**src/rtl/dual_dac_ctrl.sv**
```systemverilog
module dual_dac_ctrl #(
  parameter int DW = 12,
  parameter int CW = 4
) (
  input  logic          clk,
  input  logic          clr_n,
  input  logic          pdl_n,
  input  logic          cs_n,
  input  logic          sclk,
  input  logic          din,
  output logic          dout,
  output logic [DW-1:0] code_a,
  output logic [DW-1:0] code_b,
  output logic          sd_a,
  output logic          sd_b,
  output logic          upo
);

  localparam int FW = DW + CW;
  localparam int NW = $clog2(FW + 2);
  localparam logic [NW-1:0] NMAX = '1;
  localparam logic [NW-1:0] NFULL = NW'(FW);

  localparam logic [CW-1:0] C_LDA   = CW'(1);
  localparam logic [CW-1:0] C_LDB   = CW'(2);
  localparam logic [CW-1:0] C_LDAU  = CW'(3);
  localparam logic [CW-1:0] C_LDBU  = CW'(4);
  localparam logic [CW-1:0] C_UPD   = CW'(5);
  localparam logic [CW-1:0] C_OFFA  = CW'(6);
  localparam logic [CW-1:0] C_OFFB  = CW'(7);
  localparam logic [CW-1:0] C_OFFAB = CW'(8);
  localparam logic [CW-1:0] C_UPO0  = CW'(9);
  localparam logic [CW-1:0] C_UPO1  = CW'(10);

  logic          sclk_q, cs_q;
  logic [FW-1:0] sr;
  logic [NW-1:0] nbit;
  logic [DW-1:0] in_a, in_b;

  wire sclk_rise = sclk & ~sclk_q & ~cs_n;
  wire cs_rise   = cs_n & ~cs_q;
  wire cs_fall   = ~cs_n & cs_q;
  wire go        = cs_rise && (nbit == NFULL);

  wire [CW-1:0] cmd = sr[FW-1 -: CW];
  wire [DW-1:0] dat = sr[DW-1:0];

  wire ld_a   = go && (cmd == C_LDA || cmd == C_LDAU);
  wire ld_b   = go && (cmd == C_LDB || cmd == C_LDBU);
  wire upd    = go && (cmd == C_LDAU || cmd == C_LDBU || cmd == C_UPD);
  wire off_a  = go && pdl_n && (cmd == C_OFFA || cmd == C_OFFAB);
  wire off_b  = go && pdl_n && (cmd == C_OFFB || cmd == C_OFFAB);
  wire upo_hi = go && (cmd == C_UPO1);
  wire upo_lo = go && (cmd == C_UPO0);

  assign dout = sr[FW-1];

  always_ff @(posedge clk or negedge clr_n) begin
    if (!clr_n) begin
      sclk_q <= 1'b0;
      cs_q   <= 1'b1;
      sr     <= '0;
      nbit   <= '0;
    end else begin
      sclk_q <= sclk;
      cs_q   <= cs_n;
      if (sclk_rise) sr <= {sr[FW-2:0], din};
      if (cs_fall)
        nbit <= NW'(sclk_rise);
      else if (sclk_rise && nbit != NMAX)
        nbit <= nbit + 1'b1;
    end
  end

  always_ff @(posedge clk or negedge clr_n) begin
    if (!clr_n) begin
      in_a   <= '0;
      in_b   <= '0;
      code_a <= '0;
      code_b <= '0;
    end else begin
      if (ld_a) in_a <= dat;
      if (ld_b) in_b <= dat;
      if (upd) begin
        code_a <= ld_a ? dat : in_a;
        code_b <= ld_b ? dat : in_b;
      end
    end
  end

  always_ff @(posedge clk or negedge clr_n) begin
    if (!clr_n) begin
      sd_a <= 1'b0;
      sd_b <= 1'b0;
      upo  <= 1'b0;
    end else begin
      if (ld_a || upd) sd_a <= 1'b0;
      else if (off_a)  sd_a <= 1'b1;
      if (ld_b || upd) sd_b <= 1'b0;
      else if (off_b)  sd_b <= 1'b1;
      if (upo_hi)      upo <= 1'b1;
      else if (upo_lo) upo <= 1'b0;
    end
  end

endmodule

```
**config.mk**
```make
export PLATFORM = sky130hd
export DESIGN_NAME = dual_dac_ctrl
export DESIGN_NICKNAME = d
export VERILOG_FILES = /design/src/rtl/dual_dac_ctrl.sv
export SDC_FILE = /design/constraint.sdc
export NUM_CORES = 1
export LEC_CHECK = 0
export BUFFER_PORTS_ARGS = -buffer_cell sky130_fd_sc_hd__buf_2
export CAP_MARGIN = 15
export CORE_MARGIN = 2
export CORE_UTILIZATION = 50
export DETAILED_ROUTE_END_ITERATION = 12
export PLACE_DENSITY = 0.75
export SLEW_MARGIN = 5
export SYNTH_ARGS = -nofsm -noshare
export SYNTH_HDL_FRONTEND = slang
export SYNTH_SLANG_ARGS = --single-unit
```
**constraint.sdc**
```tcl
create_clock -name clk -period 2.3 [get_ports clk]
set_input_delay 0 -clock clk [delete_from_list [all_inputs] [get_ports clk]]
set_output_delay 0 -clock clk [all_outputs]
set_load 0.05 [all_outputs]
```
==> metrics.txt <==
relative slew slack=0.564; crit path kind=flip-flop to flip-flop; DR pass1 iterations=4; clk slew on worst S/H paths=0.07 ns; cells along the critical path=or4b_4 > or2_4 > nor3_4 > buf_4 > mux2_2; maxcap violations=0; Nets=approximately 300; Final period util=0.908; Setup Total Neg Slack=0 ns; most area-consuming cells after synthesis=dfrtp_1, mux2_2, mux2i_1; slew at the pin closest to its max-slew limit=0.654 ns; ys async rst share=1.00; via count=about 2,000; r2r endpoint=in_a[8]$_DFF_PN0_; Slew Limit Fails=0; CTS tree=yes; Netlist cell types=33; Startpoint Class=flip-flop; die area=0.00705 sq mm; Area growth syn-to-layout=15.5%; CTS buffer count=9; Required @ worst endpoint=2.52 ns; most frequent cells in the layout=dfrtp_1, mux2_2, nor2_1; crit path DAT=2.31 ns; DR iter-0 viols=88; GR Overflow Total=0; Initial Util=0.510; Hold Vio Cnt, Final=0; Max Clock Freq=479 MHz; first-pass GRT wire length=9230 microns; CTS Buffer Depth=2; via/cell ratio=about 5.3; RR Startpoint=nbit[3]$_DFFE_PN0P_; DIE WIDTH=84.0 microns; Synth Instances=254; Yosys Warn Count=0; Ports=34; port buffer count=33; vias in the first global route=1,969; core utilization of the finished layout=0.589; Post-Route Skew=approximately 0.0056 ns; Avg Inst Size Synth=12.6 sq um; status=finished, final reports clean; minimum clock period=2.09 ns; Seq/Total Area, Yosys=0.579; routed length per placed instance=14.3 microns; worst-skew pair later-pin latency=~0.34 ns; cell taking the most area after synthesis=dfrtp_1; fillers=519; Final setup viols=0; Post-DP HPWL=3560 microns; Crit Path Max Fanout=12; max incr delay on CP=0.55 ns; initial antenna violation count=0; Synth Cell Area=0.00320 sq mm; worst min-delay path class=primary input to async pin; htree depth=3; diodes inserted=0; root buf cell=clkbuf_8; Reg area=0.00185 sq mm; maximum VDD drop=0.424 mV; Power Dens Cells=approximately 750 mW/mm^2; Die H=84.0 microns; Register-to-Register Path Depth=5; Multi-input gate area=0.00126 sq mm; Setup crit end kind=flip-flop; Post-Syn Nets=~260; Tot Pwr=around 2.8 mW; RSZ-0062 raised after global routing=false; critical path's slowest cell=or4b_4; share of cells above drive strength 1=0.332; largest net degree at the start of global routing=49; Post-synth EDFFs=0; CTS Sinks=74; DRT Wirelength=5400 microns; Reg2Reg Setup Slack=between 0.2 and 0.25 ns; Residual DRC=0; share of the synthesized area in the top cell type=0.571; num rows=29; Core Box Area=0.00628 sq mm; number of synthesized register bits=74; Placer Congestion=0.832; Global Route Usage Sum=0.169; antenna-violating nets left=0; Hold WS=0.219 ns; Main synth FF type=dfrtp_1; most common cell after layout, fill and taps aside=dfrtp_1; leakage=roughly 1.8 nW
==> flip-flops by register name, summed over array words and instances, names as in the netlist <==
register and flops:
cs_q 1, sd_a 1, upo 1, in_a 12
code_a 12, nbit 5, sr 16, code_b 12
in_b 12, sclk_q 1, sd_b 1
==> Yosys cell counts (2+ instances only) <==
| library cell | count |
|---|---|
| a21oi_1 | 27 |
| nand2b_1 | 3 |
| ha_1 | 3 |
| nand2_1 | 5 |
| buf_2 | 6 |
| nand3_1 | 2 |
| o21ai_0 | 4 |
| xor2_1 | 3 |
| nand3b_1 | 2 |
| mux2i_1 | 26 |
| nor2_1 | 34 |
| mux2_2 | 39 |
| buf_4 | 2 |
| clkbuf_1 | 5 |
| dfrtp_1 | 73 |
| inv_1 | 3 |
==> area by class of cell <==
| class | instances | area share |
|---|---|---|
| clock buffers | 12 | 0.0420 |
| clock inverters | 3 | 0.00406 |
| inverters | 3 | 0.00305 |
| multi-input cells | 163 | 0.342 |
| flip-flops and latches | 74 | 0.501 |
| well taps | 77 | 0.0261 |
| repair buffers | 46 | 0.0812 |
==> metrics by stage <==
step | setup slack (ns) | std cells | area (sq um)
global placement | 0.251 | 358 | 3480
detailed placement | 0.217 | 358 | 3480
finish | 0.211 | 378 | 3700
floorplan | 0.179 | 254 | 3200
global route | 0.149 | 378 | 3700
CTS | 0.203 | 378 | 3700
==> critical path, delay by kind of cell, from the launching register on <==
kind,cells,cell delay (ns)
AND/OR/NAND/NOR,3,0.99
flip-flops,1,0.41
multiplexers,1,0.35
buffers and inverters,1,0.22
==> what timing repair did <==
item | CTS | global route
setup endpoints to repair | 0 | 0
gates resized for setup | 0 | 0
hold buffers | 5 | 0
buffers inserted | 0 | 0
endpoints found under the hold margin | 32 | 0
==> worst max-delay path by stage <==
| stage | depth (start not counted) | slack, ns | startpoint | endpoint |
|---|---|---|---|---|
| floorplan | 7 | 0.18 | nbit[0]$_DFFE_PN0P_ | nbit[3]$_DFFE_PN0P_ |
| global placement | 5 | 0.25 | nbit[3]$_DFFE_PN0P_ | in_a[4]$_DFF_PN0_ |
| detailed placement | 5 | 0.22 | nbit[3]$_DFFE_PN0P_ | in_a[6]$_DFF_PN0_ |
| CTS | 5 | 0.20 | nbit[3]$_DFFE_PN0P_ | in_a[6]$_DFF_PN0_ |
| global route | 5 | 0.15 | nbit[3]$_DFFE_PN0P_ | in_a[10]$_DFF_PN0_ |
| finish | 5 | 0.21 | nbit[3]$_DFFE_PN0P_ | in_a[8]$_DFF_PN0_ |
==> cells by family (layout without fill, tap and decap cells) <==
group,Yosys count,count (layout),share of synthesized area
AND/OR/NAND/NOR,56,56,0.0884
AO/OA/AOI/OAI,36,36,0.0669
XOR/XNOR,3,3,0.00821
multiplexers,65,65,0.219
flip-flops,74,74,0.579
buffers and inverters,17,64,0.0270
adder cells (fa/ha/maj),3,3,0.0117
==> report_power, final <==
group          leakage, nW  internal (mW)  switching, mW  total (mW)
Sequential           0.952           1.41          0.136        1.54
Clock               0.0920          0.439          0.441       0.881
Combinational        0.744          0.141          0.196       0.337
==> metal layers <==
metal  global-route usage  up-vias  part of all wire
met5                    0        -                 0
met4               0.0748        0             0.018
met3               0.0514        7             0.031
met2                0.262       24              0.47
met1                0.219      973              0.48
li1                     -      981                 -
(Power assumes the default switching activity.)
